$ cat config.mk
export PLATFORM = sky130hd
export DESIGN_NAME = hostcpu_mailbox
export DESIGN_NICKNAME = d
export VERILOG_FILES = /design/src/rtl/hostcpu_mailbox.sv
export SDC_FILE = /design/constraint.sdc
export NUM_CORES = 1
export LEC_CHECK = 0
export BUFFER_PORTS_ARGS = -buffer_cell sky130_fd_sc_hd__buf_2
export CAP_MARGIN = 20
export CORE_MARGIN = 2
export CORE_UTILIZATION = 25
export DETAILED_ROUTE_END_ITERATION = 7
export SYNTH_ARGS = -nofsm -noshare
export SYNTH_HDL_FRONTEND = slang
export SYNTH_SLANG_ARGS = --single-unit
$ cat constraint.sdc
create_clock -name clk -period 7.8 [get_ports clk]
set_input_delay 0 -clock clk [delete_from_list [all_inputs] [get_ports clk]]
set_output_delay 0 -clock clk [all_outputs]
set_load 0.05 [all_outputs]
$ cat src/rtl/hostcpu_mailbox.sv
module hostcpu_mailbox #(
  parameter int PAR_DEPTH   = 8,
  parameter int RES_DEPTH   = 10,
  parameter int INIT_CYCLES = 4
) (
  input  logic       clk,
  input  logic       rst_n,
  input  logic       h_sel,
  input  logic       h_wr,
  input  logic       h_rd,
  input  logic [1:0] h_addr,
  input  logic [7:0] h_wdata,
  output logic [7:0] h_rdata,
  output logic       h_irq,
  input  logic [7:0] buf_rdata,
  input  logic       data_req,
  output logic [7:0] c_cmd,
  input  logic       c_ctl_we,
  input  logic [6:0] c_ctl_wdata,
  output logic [7:0] c_ctl_rdata,
  input  logic       c_par_pop,
  output logic [7:0] c_par_data,
  output logic       c_par_empty,
  input  logic       c_res_push,
  input  logic [7:0] c_res_wdata,
  output logic       c_res_full,
  output logic       c_irq,
  input  logic       c_irq_ack
);
  localparam int PW  = (PAR_DEPTH > 1) ? $clog2(PAR_DEPTH) : 1;
  localparam int RW  = (RES_DEPTH > 1) ? $clog2(RES_DEPTH) : 1;
  localparam int PCW = $clog2(PAR_DEPTH + 1);
  localparam int RCW = $clog2(RES_DEPTH + 1);
  localparam int IW  = $clog2(INIT_CYCLES + 1);
  localparam logic [PCW-1:0] PAR_FULL = PCW'(PAR_DEPTH);
  localparam logic [RCW-1:0] RES_FULL = RCW'(RES_DEPTH);
  localparam logic [PW-1:0]  PAR_LAST = PW'(PAR_DEPTH - 1);
  localparam logic [RW-1:0]  RES_LAST = RW'(RES_DEPTH - 1);

  logic [7:0]     par_mem [PAR_DEPTH];
  logic [7:0]     res_mem [RES_DEPTH];
  logic [PW-1:0]  par_wp, par_rp;
  logic [RW-1:0]  res_wp, res_rp;
  logic [PCW-1:0] par_cnt;
  logic [RCW-1:0] res_cnt;
  logic [IW-1:0]  init_cnt;
  logic [2:0]     ists, ien;
  logic           busy;

  wire h_wen      = h_sel & h_wr;
  wire h_ren      = h_sel & h_rd & ~h_wr;
  wire cmd_we     = h_wen & (h_addr == 2'd0);
  wire par_push   = h_wen & (h_addr == 2'd1);
  wire hctl_we    = h_wen & (h_addr == 2'd3);
  wire init_act   = (init_cnt != '0);
  wire init_start = hctl_we & h_wdata[7];
  wire wipe       = init_start | init_act;
  wire par_clr    = wipe | (hctl_we & h_wdata[6]);

  wire par_empty  = (par_cnt == '0);
  wire par_full   = (par_cnt == PAR_FULL);
  wire res_empty  = (res_cnt == '0);
  wire res_full   = (res_cnt == RES_FULL);

  wire par_do_push = par_push & ~par_full & ~par_clr;
  wire par_do_pop  = c_par_pop & ~par_empty & ~par_clr;
  wire res_do_push = c_res_push & ~res_full & ~wipe;
  wire res_do_pop  = h_ren & (h_addr == 2'd1) & ~res_empty & ~wipe;

  wire [7:0] res_head = res_empty ? 8'h00 : res_mem[res_rp];
  wire [7:0] status   = {busy, data_req, ien, ists};
  wire [7:0] fstat    = {4'b0000, res_full, ~res_empty, par_empty, ~par_full};

  assign c_par_data  = par_empty ? 8'h00 : par_mem[par_rp];
  assign c_par_empty = par_empty;
  assign c_res_full  = res_full;
  assign c_ctl_rdata = {2'b00, ien, ists};
  assign h_irq       = |(ists & ien);

  always_comb begin
    case (h_addr)
      2'd0:    h_rdata = status;
      2'd1:    h_rdata = res_head;
      2'd2:    h_rdata = buf_rdata;
      default: h_rdata = fstat;
    endcase
  end

  // parameter FIFO
  always_ff @(posedge clk) begin
    if (par_do_push) par_mem[par_wp] <= h_wdata;
  end

  always_ff @(posedge clk) begin
    if (!rst_n || par_clr) begin
      par_wp  <= '0;
      par_rp  <= '0;
      par_cnt <= '0;
    end else begin
      if (par_do_push) par_wp <= (par_wp == PAR_LAST) ? '0 : par_wp + 1'b1;
      if (par_do_pop)  par_rp <= (par_rp == PAR_LAST) ? '0 : par_rp + 1'b1;
      if (par_do_push && !par_do_pop)      par_cnt <= par_cnt + 1'b1;
      else if (par_do_pop && !par_do_push) par_cnt <= par_cnt - 1'b1;
    end
  end

  // result FIFO
  always_ff @(posedge clk) begin
    if (res_do_push) res_mem[res_wp] <= c_res_wdata;
  end

  always_ff @(posedge clk) begin
    if (!rst_n || wipe) begin
      res_wp  <= '0;
      res_rp  <= '0;
      res_cnt <= '0;
    end else begin
      if (res_do_push) res_wp <= (res_wp == RES_LAST) ? '0 : res_wp + 1'b1;
      if (res_do_pop)  res_rp <= (res_rp == RES_LAST) ? '0 : res_rp + 1'b1;
      if (res_do_push && !res_do_pop)      res_cnt <= res_cnt + 1'b1;
      else if (res_do_pop && !res_do_push) res_cnt <= res_cnt - 1'b1;
    end
  end

  // command, busy, interrupt bits, initialisation
  always_ff @(posedge clk) begin
    if (!rst_n) begin
      c_cmd    <= '0;
      busy     <= 1'b0;
      ists     <= '0;
      ien      <= '0;
      c_irq    <= 1'b0;
      init_cnt <= '0;
    end else begin
      if (cmd_we) c_cmd <= h_wdata;

      if (wipe)                            busy <= 1'b0;
      else if (cmd_we)                     busy <= 1'b1;
      else if (c_ctl_we && c_ctl_wdata[6]) busy <= 1'b0;

      if (c_ctl_we) ien <= c_ctl_wdata[5:3];
      if (wipe)          ists <= '0;
      else if (c_ctl_we) ists <= c_ctl_wdata[2:0];

      if (init_start)     c_irq <= 1'b1;
      else if (c_irq_ack) c_irq <= 1'b0;

      if (init_start && !init_act) init_cnt <= IW'(INIT_CYCLES);
      else if (init_act)           init_cnt <= init_cnt - 1'b1;
    end
  end

  a_r3_busy_set: assert property (@(posedge clk) disable iff (!rst_n)
    cmd_we && !wipe |=> busy);
  a_r3_busy_hold: assert property (@(posedge clk) disable iff (!rst_n)
    busy && !(c_ctl_we && c_ctl_wdata[6]) && !wipe |=> busy);
  a_r4_no_overflow: assert property (@(posedge clk) disable iff (!rst_n)
    par_cnt <= PAR_FULL);
  a_r5_no_overflow: assert property (@(posedge clk) disable iff (!rst_n)
    res_cnt <= RES_FULL);
  a_r7_clear_param: assert property (@(posedge clk) disable iff (!rst_n)
    hctl_we && h_wdata[6] |=> par_empty);
  a_r8_init_wipes: assert property (@(posedge clk) disable iff (!rst_n)
    init_act |=> par_empty && res_empty && !busy && (ists == 3'b000));
  a_r8_irq_raise: assert property (@(posedge clk) disable iff (!rst_n)
    init_start |=> c_irq);
  a_r8_irq_hold: assert property (@(posedge clk) disable iff (!rst_n)
    c_irq && !c_irq_ack |=> c_irq);
endmodule

# Word level (Yosys, flattened, before mapping)
# Memories as Yosys holds them, arrays and structs flattened. A register that Yosys moved wholly into a read port is not among the register bits.
# Index checks and enable logic that the tools add are counted.
[totals]
register_bits = 41
ramBits = 144
input_bits = 43
elab_cells = 112
n_memories = 2
[classes]
add_sub_neg = 9
n_eq_ne = 9
mux = 25
bitwise = 28
reduce_logical = 26
[memory_table]
columns = ["memory", "words", "word_bits", "rd", "rd_ports_with_merged_regs", "wr", "line", "text"]
rows = [
  ["res_mem", 10, 8, 1, 1, 1, "41", "logic [7:0] res_mem [RES_DEPTH];"],
  ["par_mem", 8, 8, 1, 1, 1, "40", "logic [7:0] par_mem [PAR_DEPTH];"],
]
[op_table]
columns = ["operator", "n"]
rows = [
  ["$mux 4", 8],
  ["$pmux 8 s3", 1],
  ["$mux 3", 6],
  ["$and 1x1->1", 17],
  ["$add 4x1->4 const B", 4],
  ["$eq 4x4->1 const B", 4],
  ["$mux 8", 2],
  ["$reduce_bool 2->1", 5],
  ["$logic_not 4->1", 2],
  ["$mux 1", 8],
  ["$not 1->1", 8],
  ["$sub 4x1->4 const B", 2],
  ["$add 3x1->3 const B", 2],
  ["$eq 3x3->1 const B", 2],
  ["$logic_and 1x1->1", 6],
  ["$logic_not 1->1", 6],
  ["$eq 2x2->1 const B", 2],
  ["$reduce_or 2->1", 2],
  ["$and 3x3->3", 1],
  ["$reduce_bool 3->1", 1],
  ["$reduce_or 3->1", 1],
  ["$sub 3x1->3 const B", 1],
  ["$eq 2x1->1 const B", 1],
  ["$logic_not 2->1", 1],
  ["2 further kinds", 4],
]

# Logic depth before layout (Yosys ltp)
# Gate-level depths: netlist of the first run.
[logic_depth]
depth_word = 11
ltp_mapped = 13
depth_no_buf = 13

# Worst setup path before layout of the first run
# Ideal clock, no wire load.
[synth_timing]
path_kind = "flip-flop to flip-flop"
start = "register par_cnt[0]"
end = "register par_cnt[3]"
setup_ns = 0.072
arrival_time_ns = 2.558
required_time_ns = 7.728
path_slack_ns = 5.170
path_stages_with_launch = 12
cell_sequence = "dfxtp_1 -> or4b_1 -> and3_1 -> nand3_2 -> inv_2 -> ha_1 -> inv_1 -> ha_1 -> a21o_1 -> a21oi_1 -> mux2i_1 -> mux2i_1"
[synth_between]
elab_chain_cells = 7
elab_cells_between_ends = 17
[synth_rtl]
columns = ["element", "line", "text"]
rows = [
  ["from (decl)", "44", "logic [PCW-1:0] par_cnt;"],
  ["from (signal assigned)", "102", "if (par_do_push && !par_do_pop) par_cnt <= par_cnt + 1'b1;"],
  ["from (signal assigned)", "103", "else if (par_do_pop && !par_do_push) par_cnt <= par_cnt - 1'b1;"],
  ["$eq 4x4->1 (*)", "61", "wire par_full = (par_cnt == PAR_FULL);"],
  ["$not 1->1 (*)", "65", "wire par_do_push = par_push & ~par_full & ~par_clr;"],
  ["$and 1x1->1 (*) (2 in a row)", "65", ""],
  ["net par_do_push", "65", ""],
  ["$logic_not 1->1", "103", ""],
  ["$logic_and 1x1->1", "103", ""],
  ["$reduce_bool 2->1 (no line)", "n/a", ""],
]
# The timed path passes the listed nets; every way through them passes the cells marked *. The select of a mux whose other input is x is not followed.
# A chain may end at the register's enable or synchronous reset.

# Final worst setup path of the first run
[layout_timing]
start = "register init_cnt[0]"
end = "register par_cnt[3]"
[layout_between]
elab_chain_cells = 8
elab_cells_between_ends = 13
[layout_rtl]
columns = ["element", "line", "text"]
rows = [
  ["from (decl)", "46", "logic [IW-1:0] init_cnt;"],
  ["from (signal assigned)", "148", "if (init_start && !init_act) init_cnt <= IW'(INIT_CYCLES);"],
  ["from (signal assigned)", "149", "else if (init_act) init_cnt <= init_cnt - 1'b1;"],
  ["$reduce_bool 3->1 (*)", "55", "wire init_act = (init_cnt != '0);"],
  ["$or 1x1->1 (*)", "57", "wire wipe = init_start | init_act;"],
  ["$or 1x1->1 (*)", "58", "wire par_clr = wipe | (hctl_we & h_wdata[6]);"],
  ["$not 1->1 (*)", "65", ""],
  ["$and 1x1->1 (*)", "65", ""],
  ["net par_do_push", "65", ""],
  ["$logic_not 1->1", "103", ""],
  ["$logic_and 1x1->1", "103", ""],
  ["$reduce_bool 2->1 (no line)", "n/a", ""],
]
# The timed path passes the listed nets; every way through them passes the cells marked *.

==> results of run 1 <==
## cells in the final DEF, fill, tap and decap left out, types with 8 or more instances in the layout
| cell | Yosys | layout |
|---|---|---|
| edfxtp_1 | 144 | 144 |
| buf_2 | 9 | 77 |
| dfxtp_1 | 48 | 48 |
| nor2_1 | 40 | 40 |
| nand2_1 | 39 | 39 |
| mux2i_1 | 35 | 35 |
| mux4_2 | 25 | 25 |
| dlygate4sd3_1 | 0 | 24 |
| a21oi_1 | 19 | 19 |
| clkbuf_16 | 0 | 17 |
| nor2b_1 | 13 | 13 |
| ha_1 | 12 | 12 |
| buf_4 | 2 | 11 |
| inv_1 | 10 | 10 |
| or3_1 | 9 | 9 |
| a21boi_1 | 9 | 9 |
| nand4_1 | 8 | 8 |
| mux4_1 | 8 | 8 |
## cells in the mapped netlist, types with 10 or more instances
cell	n	area (um^2)
a21oi_1	19	95.1
clkbuf_1	13	48.8
dfxtp_1	48	961
edfxtp_1	144	4320
ha_1	12	150
inv_1	10	37.5
mux2i_1	35	350
mux4_2	25	563
nand2_1	39	146
nor2_1	40	150
nor2b_1	13	81.3
## final timing paths
check | slack (ns) | cells after the start | to | start
max | 4.78 | 13 | par_cnt[3] | init_cnt[0]
min | 0.03 | 3 | ists[2] | c_ctl_we
max reg2reg | 4.78 | 13 | par_cnt[3] | init_cnt[0]
min reg2reg | 0.45 | 2 | c_cmd[2] | c_cmd[2]
## sequential cells by signal (all words and copies together) (netlist names), 3 cells and up, named ones only
name and flops:
par_wp 3, res_cnt 4, init_cnt 3, res_mem 80
par_cnt 4, ists 3, par_mem 64, res_wp 4
par_rp 3, ien 3, res_rp 4, c_cmd 8
## cells by family after synthesis
group,count (synthesis),synth area share (%)
AOI/OAI and AO/OA,66,5.47
xor gates and xnor gates,5,0.536
adders and majority gates,14,2.33
buffers and inverters,45,2.54
DFF,192,64.7
muxes,71,14.2
other,1,0.0459
and+or+nand+nor,157,10.2
## cell type report
type,count,share of cell area [%]
clock buffer,22,4.57
clock inverter,10,1.64
inverter,13,0.491
multi-input combinational,315,27.4
sequential,192,53.2
tap,442,5.56
timing repair buffer,112,7.12
## worst max-delay path: cells and delay by family (launching register included)
family / cells / cell delay (ns)
buf+inv: 3 / 0.28
flops: 1 / 0.32
simple gates: 2 / 0.40
fa+ha+maj: 3 / 0.70
compound gates: 3 / 0.82
mux: 2 / 0.42
## stage by stage
stage	instance area, um^2	hold WS, ns
after floorplan	8170	0.0989
after global placement	9080	0.238
after detailed placement	9080	0.244
after CTS	9930	0.0135
after global routing	9940	0.0330
final	9940	0.0292
## routing by layer
layer	vias to the layer above	share of wire [%]	wire, um
met4	0	1.1	205
met2	150	47	8990
met5	-	0	0
met1	2436	47	8940
met3	15	5.5	1050
li1	2328	-	-
## power breakdown
part | switching, mW | internal, mW
Clock | 0.369 | 0.545
Combinational | 0.266 | 0.140
Sequential | 0.0312 | 1.14
Total | 0.666 | 1.82
## repair_timing
item	in CTS	in global routing
hold endpoints to repair	160	0
hold buffers	24	0
endpoints found under the setup margin	0	0
==> flow_summary.json, run 1 <==
{
  "status": "finished clean",
  "synth_warnings": 0,
  "ir_drop_mv": 0.164,
  "post_cts_resized": 0,
  "async_flop_share_pct": 0,
  "multi_input_area_um2": 2730,
  "grt_overflow": 0,
  "core_um2": 32400,
  "grt_pass1_vias": 4796,
  "antenna_cells": 0,
  "grt_usage_pct": 11.5,
  "worst_slack_ns": 4.78,
  "postCtsSetupBuffers": 0,
  "crit_slowest_cell": "a21oi_2",
  "cts_buffers": 17,
  "htree_levels": 4,
  "dr.first_iter.drc_count": 538,
  "cts_root_buf": "clkbuf_16",
  "grt_pass1_wl_um": 28600,
  "power_mw": 2.49,
  "drtAntennaViolNets": 0,
  "grtUsageMet1_pct": 15.4,
  "crit_fanout": 12,
  "worst_setup_path_end_kind": "flip-flop",
  "clk_pin_slew_ns": 0.07,
  "die_h_um": 185,
  "fin_skew_ns": 0.0124,
  "area_growth_pct": 21.7,
  "start_util_pct": 25.2,
  "max_freq_mhz": 331,
  "seq_area_frac_synth_pct": 64.7,
  "ys_ff_latch": 192,
  "synth_cell_types": 63,
  "leakage_nw": 3.37,
  "drt_drc_violations_left": 0,
  "power.density_nw_per_um2": 250,
  "worstSetupPathType": "flip-flop to flip-flop",
  "gp_congestion": 0.772,
  "hold_path_class": "input pin to flip-flop",
  "timing.final.crit_share_pct": 38.7,
  "cp_cell_sequence": "inv_1 -> ha_1 -> nand2b_1 -> a21oi_2 -> nand3_2 -> inv_2 -> ha_1 -> inv_1 -> ha_1 -> a21o_1 -> a21oi_1 -> mux2i_1 -> mux2i_1",
  "dp_hpwl_um": 12700,
  "pre_cts_slack_ns": 4.80,
  "cts_tree": "done",
  "cp_common_cell": "ha_1",
  "maxCapViolations": 0,
  "io_pins": 79,
  "cp_data_required_time_ns": 8.17,
  "cts_sinks": 192,
  "grt_max_degree": 22,
  "wl_per_cell_um": 17.3,
  "synth-edff-count": 144,
  "syn-mean-instance-area_um2": 14.8,
  "grtUsageMet3_pct": 3.14,
  "crit_arrival_ns": 3.39,
  "final_cells": 1106,
  "fin_util_pct": 30.7,
  "insertion_delay_ns": 0.44,
  "vias": 4929,
  "layout.nets": 708,
  "die_width_um": 185,
  "rsz0062_at_grt": "false",
  "fin_setup_tns_ns": 0,
  "maxSlewViolCount": 0,
  "met2_usage_pct": 18.3,
  "drive_above_1_share_pct": 24.4,
  "clk_path_buf_depth": 2,
  "via_per_inst": 4.46,
  "tightest_slew_ns": 1.04,
  "period_minus_slack_ns": 3.02,
  "synthFlopType": "edfxtp_1",
  "hold_violations": 0,
  "postSynthCellCount": 551,
  "fill_cells": 3237,
  "die_area_um2": 34100,
  "start_kind": "flip-flop",
  "rows": 66,
  "grt_antenna_before_repair": 0,
  "seq_area_um2": 5290,
  "synth_area_um2": 8170,
  "wl_um": 19200,
  "max_stage_delay_ns": 0.47,
  "portBuffers": 76,
  "placed_cells": 1049,
  "dr.pass1.iters": 5,
  "grt_busiest_layer": "met2",
  "finalSetupViolations": 0,
  "max_slew_margin_pct": 30.4
}
Power figures use the tool's default switching activity.
==> run 2: changes to the inputs <==
clock period = 2.85 ns   (was 7.8 ns; I/O delays follow)
==> flow_summary.json, run 2 (synthesized netlist as in run 1, its figures left out) <==
{
  "period_minus_slack_ns": 2.69,
  "reg2reg_depth": 11,
  "maxCapViolations": 0,
  "grt_pass1_wl_um": 29300,
  "hold_path_class": "input pin to flip-flop",
  "clk_path_buf_depth": 2,
  "r2r-end": "par_cnt[3]",
  "ir_drop_mv": 0.480,
  "wl_um": 19300,
  "fin_util_pct": 31.2,
  "dr.first_iter.drc_count": 407,
  "pre_cts_slack_ns": 0.101,
  "layout_common_cells": "edfxtp_1 (144), buf_2 (76), dfxtp_1 (48)",
  "worst_slack_ns": 0.165,
  "design_area_um2": 10100,
  "fin_skew_ns": 0.0119,
  "finalSetupViolations": 0,
  "hold_violations": 0,
  "crit_slowest_cell": "or4b_4",
  "insertion_delay_ns": 0.44,
  "crit_fanout": 5,
  "grt_max_degree": 20,
  "largest_reg_flops": 80,
  "start_kind": "flip-flop",
  "layout.nets": 732,
  "power.density_nw_per_um2": 670,
  "grt_usage_pct": 11.7,
  "area_growth_pct": 23.6,
  "worstSetupPathType": "flip-flop to flip-flop",
  "cts_buffers": 17,
  "start_util_pct": 25.2,
  "max_slew_margin_pct": 40.2,
  "cp_cell_sequence": "or4b_4 -> and3_1 -> nand3_2 -> inv_2 -> ha_1 -> inv_2 -> ha_1 -> a21o_1 -> a21oi_1 -> mux2i_1 -> mux2i_1",
  "dr.pass1.iters": 5,
  "io_pins": 79,
  "r2r_slack_ns": 0.16,
  "worstSetupStartpoint": "par_cnt[1]",
  "grt_overflow": 0,
  "core_um2": 32400,
  "place_area_um2": 9230,
  "crit_arrival_ns": 3.05,
  "leakage_nw": 3.48,
  "drtAntennaViolNets": 0,
  "dp_hpwl_um": 13100,
  "htree_levels": 4,
  "grt_pass1_vias": 4997,
  "final_common_cell": "edfxtp_1",
  "die_width_um": 185,
  "drt_drc_violations_left": 0,
  "maxSlewViolCount": 0,
  "clk_pin_slew_ns": 0.07,
  "top_register": "res_mem",
  "via_per_inst": 4.40,
  "tightest_slew_ns": 0.893,
  "gp_congestion": 0.762,
  "vias": 4979,
  "die_h_um": 185,
  "cts_sinks": 192,
  "portBuffers": 76,
  "worst_setup_path_end_kind": "flip-flop",
  "status": "finished clean",
  "hold_ws_ns": 0.0279,
  "drive_above_1_share_pct": 26.9,
  "rr_startpoint": "par_cnt[1]",
  "cp_data_required_time_ns": 3.21,
  "critPathCapture": "par_cnt[3]",
  "reg_top3": "res_mem x80, par_mem x64, c_cmd x8",
  "fin_setup_tns_ns": 0,
  "die_area_um2": 34100,
  "multi_input_area_um2": 2730,
  "cts_tree": "done",
  "grt_antenna_before_repair": 1,
  "wl_per_cell_um": 17.0,
  "max_freq_mhz": 372,
  "max_stage_delay_ns": 0.55,
  "cts_root_buf": "clkbuf_16",
  "seq_area_um2": 5290,
  "fill_cells": 3254,
  "timing.final.crit_share_pct": 94.2,
  "rows": 66,
  "rsz0062_at_grt": "false"
}
==> run 2: repair_timing <==
action,4_1_cts,5_1_grt
endpoints found under the hold margin,160,0
setup endpoints to repair,0,2
hold buffers,25,0
gates resized for setup,0,3
buffers inserted,0,3
==> run 2: how the worst min path moves through the flow <==
stage / start / end / slack, ns / cells after the start
after CTS: c_ctl_we / ists[2] / 0.02 / 3
final: c_ctl_we / ists[1] / 0.03 / 3
after global routing: c_ctl_we / ists[1] / 0.04 / 3
after detailed placement: c_ctl_wdata[1] / ists[1] / 0.24 / 3
after global placement: c_ctl_wdata[2] / ists[2] / 0.24 / 3
after floorplan: h_wdata[0] / par_mem[0][0] / 0.1 / 0
==> run 2: worst max-delay path: cells and delay by family (launching register included) <==
family / cells / cell delay (ns)
simple gates: 3 / 0.84
fa+ha+maj: 2 / 0.45
buf+inv: 2 / 0.14
flops: 1 / 0.38
mux: 2 / 0.45
compound gates: 2 / 0.34
==> run 2: power by group <==
| part | total [mW] | internal, mW | switching, mW |
|---|---|---|---|
| logic | 1.17 | 0.444 | 0.726 |
| registers | 3.20 | 3.11 | 0.0850 |
| clock network | 2.40 | 1.40 | 1.00 |
==> run 2: layer usage <==
layer,vias up,wire [um],GRT usage [%]
met3,21,979,2.69
li1,2369,-,-
met2,144,9160,19.3
met5,-,13,0
met4,2,187,3.05
met1,2443,8920,15.3
==> run 2: area by class of cell <==
type	instances	share of cell area (%)
antenna	1	0.0248
clock buffer	21	4.46
clock inverter	11	1.35
inverter	13	0.483
multi-input combinational	315	27.0
sequential	192	52.3
tap	442	5.48
timing repair buffer	136	8.85
==> run 2: through the flow <==
step | std cells | power, mW
after CTS | 1127 | 6.77
after detailed placement | 1070 | 4.36
after floorplan | 552 | 4.01
final | 1131 | 6.77
after global placement | 1070 | 4.35
after global routing | 1130 | 7.05
==> run 3: changes to the inputs <==
SETUP_SLACK_MARGIN = 0.4   (was unset)
==> flow_summary.json, run 3 (synthesized netlist as in run 1, its figures left out) <==
{
  "tightest_slew_ns": 0.819,
  "worstSetupPathType": "flip-flop to flip-flop",
  "final_common_cell": "edfxtp_1",
  "finalSetupViolations": 0,
  "maxCapViolations": 0,
  "grt_pass1_vias": 5078,
  "reg_top3": "res_mem x80, par_mem x64, c_cmd x8",
  "maxSlewViolCount": 0,
  "leakage_nw": 3.59,
  "area_growth_pct": 27.0,
  "max_freq_mhz": 413,
  "timing.final.crit_share_pct": 84.9,
  "hold_ws_ns": 0.0147,
  "grt_max_degree": 20,
  "start_util_pct": 25.2,
  "dr.first_iter.drc_count": 271,
  "fin_skew_ns": 0.00812,
  "grt_pass1_wl_um": 29900,
  "wl_per_cell_um": 17.6,
  "drive_above_1_share_pct": 31.7,
  "rsz0062_at_grt": "true",
  "ir_drop_mv": 0.488,
  "cts_root_buf": "clkbuf_16",
  "core_um2": 32400,
  "portBuffers": 76,
  "max_slew_margin_pct": 45.4,
  "antenna_cells": 0,
  "top_register": "res_mem",
  "fin_util_pct": 32.1,
  "worst_slack_ns": 0.430,
  "cts_tree": "done",
  "dp_hpwl_um": 13400,
  "clk_path_buf_depth": 2,
  "rows": 66,
  "via_per_inst": 4.46,
  "start_kind": "flip-flop",
  "cts_sinks": 192,
  "crit_arrival_ns": 2.79,
  "drt_drc_violations_left": 0,
  "gp_congestion": 0.801,
  "layout.nets": 748,
  "dr.pass1.iters": 5,
  "cts_buffers": 17,
  "vias": 5106,
  "layout_common_cells": "edfxtp_1 (144), buf_2 (76), buf_4 (45)",
  "die_h_um": 185,
  "pre_cts_slack_ns": 0.222,
  "worst_setup_path_end_kind": "flip-flop",
  "grt_usage_pct": 12.1,
  "fin_setup_tns_ns": 0,
  "hold_violations": 0,
  "die_area_um2": 34100,
  "period_minus_slack_ns": 2.42,
  "htree_levels": 4,
  "die_width_um": 185,
  "drtAntennaViolNets": 0,
  "grt_antenna_before_repair": 0,
  "io_pins": 79,
  "grt_overflow": 0,
  "crit_fanout": 2,
  "power.density_nw_per_um2": 671,
  "largest_reg_flops": 80,
  "clk_pin_slew_ns": 0.07,
  "hold_path_class": "input pin to flip-flop",
  "cp_data_required_time_ns": 3.22,
  "status": "finished clean",
  "insertion_delay_ns": 0.44,
  "wl_um": 20200
}
[run 3: cell count changes in the layout (fill, tap and decap cells not counted), moves of 3 or more]
cell and delta:
inv_1 -3, clkbuf_1 -3, dlygate4sd3_1 +4, dfxtp_2 +3, dfxtp_1 -6, inv_4 +5
clkbuf_8 +3, ha_1 -5, buf_4 +10, ha_4 +4, dfxtp_4 +3
[run 3: critical path, cell delays in order (launching register included)]
cell     delay, ns
dfxtp_4       0.35
or4b_4        0.54
and3_4        0.20
nand3_4       0.07
inv_4         0.04
ha_4          0.16
inv_4         0.05
ha_4          0.18
a21o_1        0.18
a21oi_2       0.14
mux2i_1       0.23
mux2i_1       0.19
[run 3: per-layer routing]
metal	part of all wire [%]	routed length, um	GRT usage (%)	vias to the layer above
met1	42	8450	14.5	2552
met3	4.7	956	2.67	25
li1	-	-	-	2399
met2	51	10300	21.3	130
met4	2.4	489	4.57	0
met5	0	0	0	-
[run 3: final timing paths]
kind | slack (ns) | cells past startpoint | from | to
setup / recovery | 0.43 | 11 | par_cnt[1] | par_cnt[3]
hold / removal | 0.01 | 3 | c_ctl_we | ien[1]
setup reg to reg | 0.43 | 11 | par_cnt[1] | par_cnt[3]
hold reg to reg | 0.45 | 2 | c_cmd[3] | c_cmd[3]
[run 3: cell type report]
cell class	instances	area (um^2)
Inverter	13	53.8
Tap cell	442	553
Multi-Input combinational cell	315	2830
Fill cell	3225	22000
Clock buffer	22	505
Sequential cell	192	5300
Timing Repair Buffer	152	1040
Clock inverter	10	93.8
[run 3: per-stage QoR]
step / area, um^2 / cells / total power [mW]
detailed placement: 9240 / 1067 / 4.39
floorplan: 8210 / 552 / 4.04
global placement: 9240 / 1067 / 4.37
CTS: 10300 / 1138 / 6.91
global route: 10400 / 1146 / 7.26
finish: 10400 / 1146 / 6.96
[run 3: power by group]
part           leakage (nW)  switching (mW)  internal [mW]
combinational          1.60           0.790          0.561
sequential             1.69          0.0904           3.11
clock                 0.304            1.05           1.36
[run 3: what timing repair did]
action                     4_1_cts  5_1_grt
hold buffers                    29        0
pin swaps                        3        3
gates resized for setup         14       11
hold endpoints to repair       160        0
setup endpoints to repair        6        9
setup buffers                   10        7
